## src/rtl/zcd_pkg.sv

```systemverilog
package zcd_pkg;
  localparam int unsigned SAMPLE_W = 32;
  localparam int unsigned NUM_CH   = 2;

  typedef enum logic [1:0] {WW_8 = 2'd0, WW_16 = 2'd1, WW_24 = 2'd2, WW_32 = 2'd3} wcode_e;

  // number of active bits for a width code
  function automatic int unsigned active_bits(logic [1:0] code);
    return 8 * (int'(code) + 1);
  endfunction

  // sign bit at the top of the active width
  function automatic logic sign_of(logic [SAMPLE_W-1:0] s, logic [1:0] code);
    logic [SAMPLE_W-1:0] sh;
    sh = s >> (active_bits(code) - 1);
    return sh[0];
  endfunction

  // true when every active bit is zero
  function automatic logic zero_of(logic [SAMPLE_W-1:0] s, logic [1:0] code);
    logic [SAMPLE_W-1:0] mask;
    mask = {SAMPLE_W{1'b1}} >> (SAMPLE_W - active_bits(code));
    return (s & mask) == '0;
  endfunction
endpackage

```

## src/rtl/zcd_lane.sv

```systemverilog
module zcd_lane
  import zcd_pkg::*;
(
  input  logic                clk,
  input  logic                rst_n,
  input  logic                arm,
  input  logic                hit,
  input  logic [SAMPLE_W-1:0] sample,
  input  logic [1:0]          wcode,
  output logic                evt
);
  logic prev_sign, primed;
  logic cur_sign, cur_zero, take;

  assign cur_sign = sign_of(sample, wcode);
  assign cur_zero = zero_of(sample, wcode);
  assign take     = hit & arm;
  assign evt      = take & (cur_zero | (primed & (cur_sign != prev_sign)));

  always_ff @(posedge clk or negedge rst_n) begin
    if (!rst_n) begin
      prev_sign <= 1'b0;
      primed    <= 1'b0;
    end else if (!arm) begin
      primed    <= 1'b0;
    end else if (take) begin
      prev_sign <= cur_sign;
      primed    <= 1'b1;
    end
  end


  first_take_primes_chk: assert property (@(posedge clk) disable iff (!rst_n)
    take |=> primed);
endmodule

```

## src/rtl/zcd_flag.sv

```systemverilog
module zcd_flag (
  input  logic clk,
  input  logic rst_n,
  input  logic evt,
  input  logic clr,
  input  logic irq_en,
  output logic flag,
  output logic irq
);
  always_ff @(posedge clk or negedge rst_n) begin
    if (!rst_n) flag <= 1'b0;
    else        flag <= (flag & ~clr) | evt;
  end

  assign irq = flag & irq_en;


  sticky_hold_chk: assert property (@(posedge clk) disable iff (!rst_n)
    (flag && !clr) |=> flag);

  event_sets_chk: assert property (@(posedge clk) disable iff (!rst_n)
    evt |=> flag);

  clear_drops_chk: assert property (@(posedge clk) disable iff (!rst_n)
    (clr && !evt) |=> !flag);
endmodule

```

## src/rtl/zc_detector.sv

```systemverilog
module zc_detector
  import zcd_pkg::*;
(
  input  logic                clk,
  input  logic                rst_n,
  input  logic                tx_active,
  input  logic                det_en_l,
  input  logic                det_en_r,
  input  logic                irq_en_l,
  input  logic                irq_en_r,
  input  logic                clr_l,
  input  logic                clr_r,
  input  logic                load_strobe,
  input  logic                load_chan,
  input  logic [SAMPLE_W-1:0] load_sample,
  input  logic [1:0]          word_code,
  output logic                flag_l,
  output logic                flag_r,
  output logic                irq_l,
  output logic                irq_r
);
  logic [NUM_CH-1:0] det_en, irq_en, clr, evt, flag, irq;

  assign det_en = {det_en_r, det_en_l};
  assign irq_en = {irq_en_r, irq_en_l};
  assign clr    = {clr_r, clr_l};

  for (genvar c = 0; c < NUM_CH; c++) begin : g_ch
    logic hit_c;
    assign hit_c = load_strobe & (load_chan == 1'(c));
    zcd_lane u_lane (
      .clk(clk), .rst_n(rst_n), .arm(tx_active & det_en[c]), .hit(hit_c),
      .sample(load_sample), .wcode(word_code), .evt(evt[c]));
    zcd_flag u_flag (
      .clk(clk), .rst_n(rst_n), .evt(evt[c]), .clr(clr[c]),
      .irq_en(irq_en[c]), .flag(flag[c]), .irq(irq[c]));
  end

  assign flag_l = flag[0];
  assign flag_r = flag[1];
  assign irq_l  = irq[0];
  assign irq_r  = irq[1];


  idle_no_rise_chk: assert property (@(posedge clk) disable iff (!rst_n)
    !tx_active |=> !($rose(flag_l) || $rose(flag_r)));

  left_disabled_chk: assert property (@(posedge clk) disable iff (!rst_n)
    !det_en_l |=> !$rose(flag_l));

  right_load_isolated_chk: assert property (@(posedge clk) disable iff (!rst_n)
    (load_strobe && load_chan) |=> !$rose(flag_l));

  left_load_isolated_chk: assert property (@(posedge clk) disable iff (!rst_n)
    (load_strobe && !load_chan) |=> !$rose(flag_r));
endmodule

```

## config.mk

```make
export PLATFORM = sky130hd
export DESIGN_NAME = zc_detector
export DESIGN_NICKNAME = d
export VERILOG_FILES = /design/src/rtl/zcd_pkg.sv /design/src/rtl/zcd_lane.sv /design/src/rtl/zcd_flag.sv /design/src/rtl/zc_detector.sv
export SDC_FILE = /design/constraint.sdc
export NUM_CORES = 1
export LEC_CHECK = 0
export ABC_AREA = 1
export BUFFER_PORTS_ARGS = -buffer_cell sky130_fd_sc_hd__buf_2
export CAP_MARGIN = 10
export CORE_MARGIN = 2
export CORE_UTILIZATION = 47
export CTS_BUF_LIST = sky130_fd_sc_hd__clkbuf_4 sky130_fd_sc_hd__clkbuf_8 sky130_fd_sc_hd__clkbuf_16
export DETAILED_ROUTE_END_ITERATION = 6
export GPL_TIMING_DRIVEN = 0
export PLACE_DENSITY = 0.84
export SLEW_MARGIN = 0
export SYNTH_ARGS = -nofsm -noshare
export SYNTH_HDL_FRONTEND = slang
export SYNTH_HIERARCHICAL = 1
export SYNTH_SLANG_ARGS = --single-unit
```

## constraint.sdc

```tcl
create_clock -name clk -period 2.7 [get_ports clk]
set_clock_uncertainty 0.2 [all_clocks]
set_input_delay 0.135 -clock clk [delete_from_list [all_inputs] [get_ports clk]]
set_output_delay 0.135 -clock clk [all_outputs]
set_load 0.02 [all_outputs]
```

# After elaboration in Yosys (flattened, before gate mapping)
# Index checks and enable logic that the tools add are counted.
# totals
wordCells	44
ff_bits	6
input_bits	45
memories	0
mem_bits_ro	0
mem_bits_rw	0
latch_bits	0
# op_classes
shifts	2
reduce_logical	3
bitwise	22
order_cmp	0
multipliers	0
n_addsub	3
div_mod_pow	0
n_mux	4
n_eq_ne	4
# op_table
cell	n
$and A32 B32 Y32	1
$logic_not A32 Y1	1
$shr A32 B32 Y1	1
$shr A32 B32 Y32 const A	1
$sub A32 B1 Y32 const B	1
$sub A6 B32 Y32 const A	1
$and A1 B1 Y1	14
$mux W1	4
$ne A2 B2 Y1 const B	2
$or A1 B1 Y1	4
$reduce_and A2 Y1	2
$add A2 B1 Y3 const B	1
$not A1 Y1	3
$ne A1 B1 Y1	2

# Longest topological paths before layout
# logic_depth
ltp_word	8
ltp_mapped	13
depth_no_buf	13

# Cells and area by module
# Netlist, hierarchy kept.
# modules_own_cells
module	seq_area_each_um2	cells_per_inst	n_inst	area_each_um2
zcd_lane	50.0	60	2	377.9
zcd_flag	25.0	7	2	47.5
zc_detector	0.0	8	1	32.5

# Worst setup path after synthesis
# Ideal clock, no wire load.
# synth_timing
path_kind	input-to-reg
start	in word_code[0]
end	reg g_ch[0].u_flag.flag
path_stages	13
setup_ns	0.065
required_time_ns	2.435
arrival_ns	1.150
slack_ns	1.285
path_cell_list	inv_1 > ha_1 > nand2_1 > inv_1 > nor2_2 > nand2_1 > nand2_2 > nand2_2 > nand2_2 > nand3_2 > a21oi_2 > inv_1 > nand2_1
# synth_between
elab_chain_cells	8
elab_cells_between_ends	12
classes_between	add/sub: 3; eq/ne: 1; shift: 2; bitwise: 5; reduce/logical: 1
# synth_rtl
item	line	text
start: declaration	zc_detector.sv:16	input logic [1:0] word_code,
$add A2 B1 Y3 (*)	zcd_pkg.sv:9	return 8 * (int'(code) + 1);
$sub A6 B32 Y32 / $sub A32 B1 Y32 (equally long branches)	zcd_pkg.sv:22, zcd_pkg.sv:15	
$shr A32 B32 Y32 / $shr A32 B32 Y1 (equally long branches)	zcd_pkg.sv:22, zcd_pkg.sv:15	
$and A32 B32 Y32 / $ne A1 B1 Y1 (equally long branches)	zcd_pkg.sv:23, zcd_lane.sv:18	
$logic_not A32 Y1 / $and A1 B1 Y1 (equally long branches)	zcd_pkg.sv:23, zcd_lane.sv:18	
$or A1 B1 Y1 (*)	zcd_lane.sv:18	assign evt = take & (cur_zero | (primed & (cur_sign != prev_sign)));
$and A1 B1 Y1 (*)	zcd_lane.sv:18	
via evt[0]	zc_detector.sv:22	logic [NUM_CH-1:0] det_en, irq_en, clr, evt, flag, irq;
$or A1 B1 Y1 (*)	zcd_flag.sv:12	else flag <= (flag & ~clr) | evt;
end signal: assignment	zcd_flag.sv:12	
end: declaration	zcd_flag.sv:7	output logic flag,
# The timed path passes the listed nets; every way through them passes the cells marked *.
# A chain may end at the register's enable or synchronous reset.

# Worst setup path in the final report
# layout_timing
start	in word_code[0]
end	reg g_ch[1].u_flag.flag
# layout_between
elab_chain_cells	8
elab_cells_between_ends	12
classes_between	add/sub: 3; eq/ne: 1; shift: 2; bitwise: 5; reduce/logical: 1
# layout_rtl
item	line
$add A2 B1 Y3 (*)	zcd_pkg.sv:9
$sub A6 B32 Y32 / $sub A32 B1 Y32 (equally long branches)	zcd_pkg.sv:22, zcd_pkg.sv:15
$shr A32 B32 Y32 / $shr A32 B32 Y1 (equally long branches)	zcd_pkg.sv:22, zcd_pkg.sv:15
$and A32 B32 Y32 / $ne A1 B1 Y1 (equally long branches)	zcd_pkg.sv:23, zcd_lane.sv:18
$logic_not A32 Y1 / $and A1 B1 Y1 (equally long branches)	zcd_pkg.sv:23, zcd_lane.sv:18
$or A1 B1 Y1 (*)	zcd_lane.sv:18
$and A1 B1 Y1 (*)	zcd_lane.sv:18
via evt[1]	zc_detector.sv:22
$or A1 B1 Y1 (*)	zcd_flag.sv:12
end signal: assignment	zcd_flag.sv:12
end: declaration	zcd_flag.sv:7
# Marks and branches as above.

==> impl_metrics.json <==
{
  "synth_cells": 142,
  "synth_area_um2": 883,
  "cp-end-kind": "flop",
  "ctsHoldBuffers": 4,
  "die_y_um": 47.4,
  "die-area_um2": 2240,
  "worstPathCellList": "buf_2 -> inv_1 -> ha_1 -> nand2_1 -> inv_1 -> nor2_2 -> nand2_1 -> nand2_2 -> nand2_2 -> nand2_2 -> nand3_2 -> a21oi_2 -> inv_1 -> nand2_1",
  "grt_usage_pct": 21.6,
  "grt_pass1_vias": 905,
  "ys_seq_elements": 6,
  "final_hold_viol_count": 0,
  "synth_edf_count": 0,
  "root_buffer": "clkbuf_4",
  "async_reset_ff_share_pct": 100,
  "portBuffers": 48,
  "worstPathMaxFanout": 14,
  "crit_path_start_kind": "input pin",
  "num-nets-final": 252,
  "drive_gt1_share_pct": 34.5,
  "syn_to_final_growth_pct": 37.8,
  "synth_top_cell_by_area": "dfrtp_1",
  "period_share_pct": 58.9,
  "drc": 0,
  "ys.flop_type": "dfrtp_1",
  "fmax_mhz": 629,
  "finalMaxSlewViolations": 0,
  "status": "finished clean",
  "pre_cts_slack_ns": 0.844,
  "synth_top_area_share_pct": 17.0,
  "ant_nets": 0,
  "cts_resized": 0,
  "cts_tree": "built",
  "yosys_warnings": 6,
  "hpwl_um": 1860,
  "wl_per_cell_um": 9.91,
  "setup_violations": 0,
  "grt.overflow.total": 0,
  "synth_cell_types": 16,
  "yosysMostFrequentCell": "nand2_1",
  "tns_ns": 0,
  "synth_area_leaders": "dfrtp_1 (17%), nand2_1 (16%), ha_1 (11%)",
  "synthTopCellsByCount": "nand2_1 (37), inv_1 (24), nor2_1 (20)",
  "htreeDepth": 1,
  "seq_area_frac_synth_pct": 17.0,
  "required_ns": 2.69,
  "drt_first_pass_iters": 4,
  "core_um2": 1750,
  "cts_setup_buffers": 0,
  "insertion_delay_ns": 0.25,
  "max_cap_viol_count": 0,
  "n_antenna_cell": 0,
  "cts_sinks": 6,
  "gp_congestion": 0.758,
  "hp-class": "input pin to flop",
  "crit_path_top_delay_cell": "ha_1",
  "min_period_ns": 1.59,
  "grt_start_max_net_pins": 15,
  "pin_count": 49,
  "p_leak_uw": 0.000711,
  "synth.avg_cell_area_um2": 6.22,
  "worst-setup-path-type": "input pin to flop",
  "worstMarginPinSlew_ns": 0.257,
  "drt-initial-drc-count": 11,
  "dieWidth_um": 47.4,
  "setup_slack_ns": 1.11,
  "critPathArrivalTime_ns": 1.58,
  "wl_um": 2200,
  "rsz0062_at_grt": "false",
  "synth_nets": 195,
  "clkTransAtPathRegs_ns": 0.05,
  "antenna_found_initial": 0,
  "p_per_area_nw_per_um2": 278,
  "start_util_pct": 50.6,
  "relSlewSlack_pct": 82.9,
  "ir_drop_v": 0.000178,
  "fp-row-count": 15,
  "cts_buffer_depth": 2,
  "numCtsBuffers": 3,
  "cpPeakStageDelay_ns": 0.35,
  "viasPerCell": 4.85,
  "grt_pass1_wl_um": 3420,
  "dr_total_vias": 1077
}
==> cells in the final DEF (no fill, tap or decap) <==
cell type / Yosys / routed
nor2_2: 5 / 5
nand4_1: 6 / 6
clkbuf_4: 0 / 3
dlygate4sd3_1: 0 / 4
o21ai_0: 8 / 8
o21a_1: 2 / 2
nand3_2: 2 / 2
o21bai_1: 8 / 8
ha_1: 8 / 8
dfrtp_1: 6 / 6
nand3_1: 4 / 4
nand2_2: 6 / 6
buf_2: 0 / 48
nor2_1: 20 / 20
nor2_8: 2 / 2
inv_1: 24 / 24
a21oi_2: 2 / 2
o21ai_1: 2 / 2
nand2_1: 37 / 37
==> flip-flops by register name, indices dropped and copies added, names as in the netlist <==
signal                 flops
g_ch.u_flag/flag           2
g_ch.u_lane/prev_sign      2
g_ch.u_lane/primed         2
==> worst paths after layout <==
path                                     startpoint               endpoint  slack, ns  cells after the start
setup reg to reg           g_ch[0].u_lane/prev_sign    g_ch[0].u_flag/flag       1.65                      5
setup / recovery                       word_code[0]    g_ch[1].u_flag/flag       1.11                     14
hold / removal                             det_en_l  g_ch[0].u_lane/primed       0.02                      5
max in group asynchronous                     rst_n  g_ch[0].u_lane/primed       2.10                      2
min in group asynchronous                     rst_n    g_ch[0].u_flag/flag       0.05                      2
hold reg to reg                 g_ch[1].u_flag/flag    g_ch[1].u_flag/flag       0.29                      2
==> routing by layer <==
metal,GRT usage (%),wire (um)
met5,0,0
met4,8.33,23
met3,7.31,161
met2,38.9,1150
met1,22.8,867
==> layout make-up <==
cell class              instances  area (um^2)
well taps                      25         31.3
clock buffers                   3         22.5
inverters                      24         90.1
fillers                       158          528
multi-input cells             112          643
flip-flops and latches          6          150
repair buffers                 52          280
==> stage by stage <==
step / area, um^2 / power, uW / util (%) / hold slack [ns] / std cells
CTS: 1220 / 340 / 69.7 / 0.0142 / 222
global route: 1220 / 369 / 69.7 / 0.0290 / 222
detailed placement: 1150 / 249 / 66.2 / -0.233 / 215
global placement: 1150 / 240 / 66.2 / -0.233 / 215
finish: 1220 / 339 / 69.7 / 0.0221 / 222
floorplan: 883 / 190 / - / -0.361 / 142
==> worst max-delay path: cells and delay by family <==
kind,cells,cell delay (ns)
buffers and inverters,4,0.41
AO/OA/AOI/OAI,1,0.12
AND/OR/NAND/NOR,8,0.57
adder cells (fa/ha/maj),1,0.35
==> power breakdown <==
part / internal (uW) / switching [uW] / leakage (uW)
clock: 50.5 / 36.0 / 0.0000138
combinational: 69.4 / 80.6 / 0.000616
sequential: 96.9 / 5.22 / 0.0000818
total: 217 / 122 / 0.000711
==> kinds of logic (layout without fill, tap and decap cells) <==
logic type                 count (synthesis)  in the layout  share of synthesized area (%)
and+or+nand+nor                           82             82                           45.3
adders and majority gates                  8              8                           11.3
buffers and inverters                     24             79                           10.2
AOI/OAI and AO/OA                         22             22                           16.1
DFF                                        6              6                           17.0
Power figures use the tool's default switching activity.
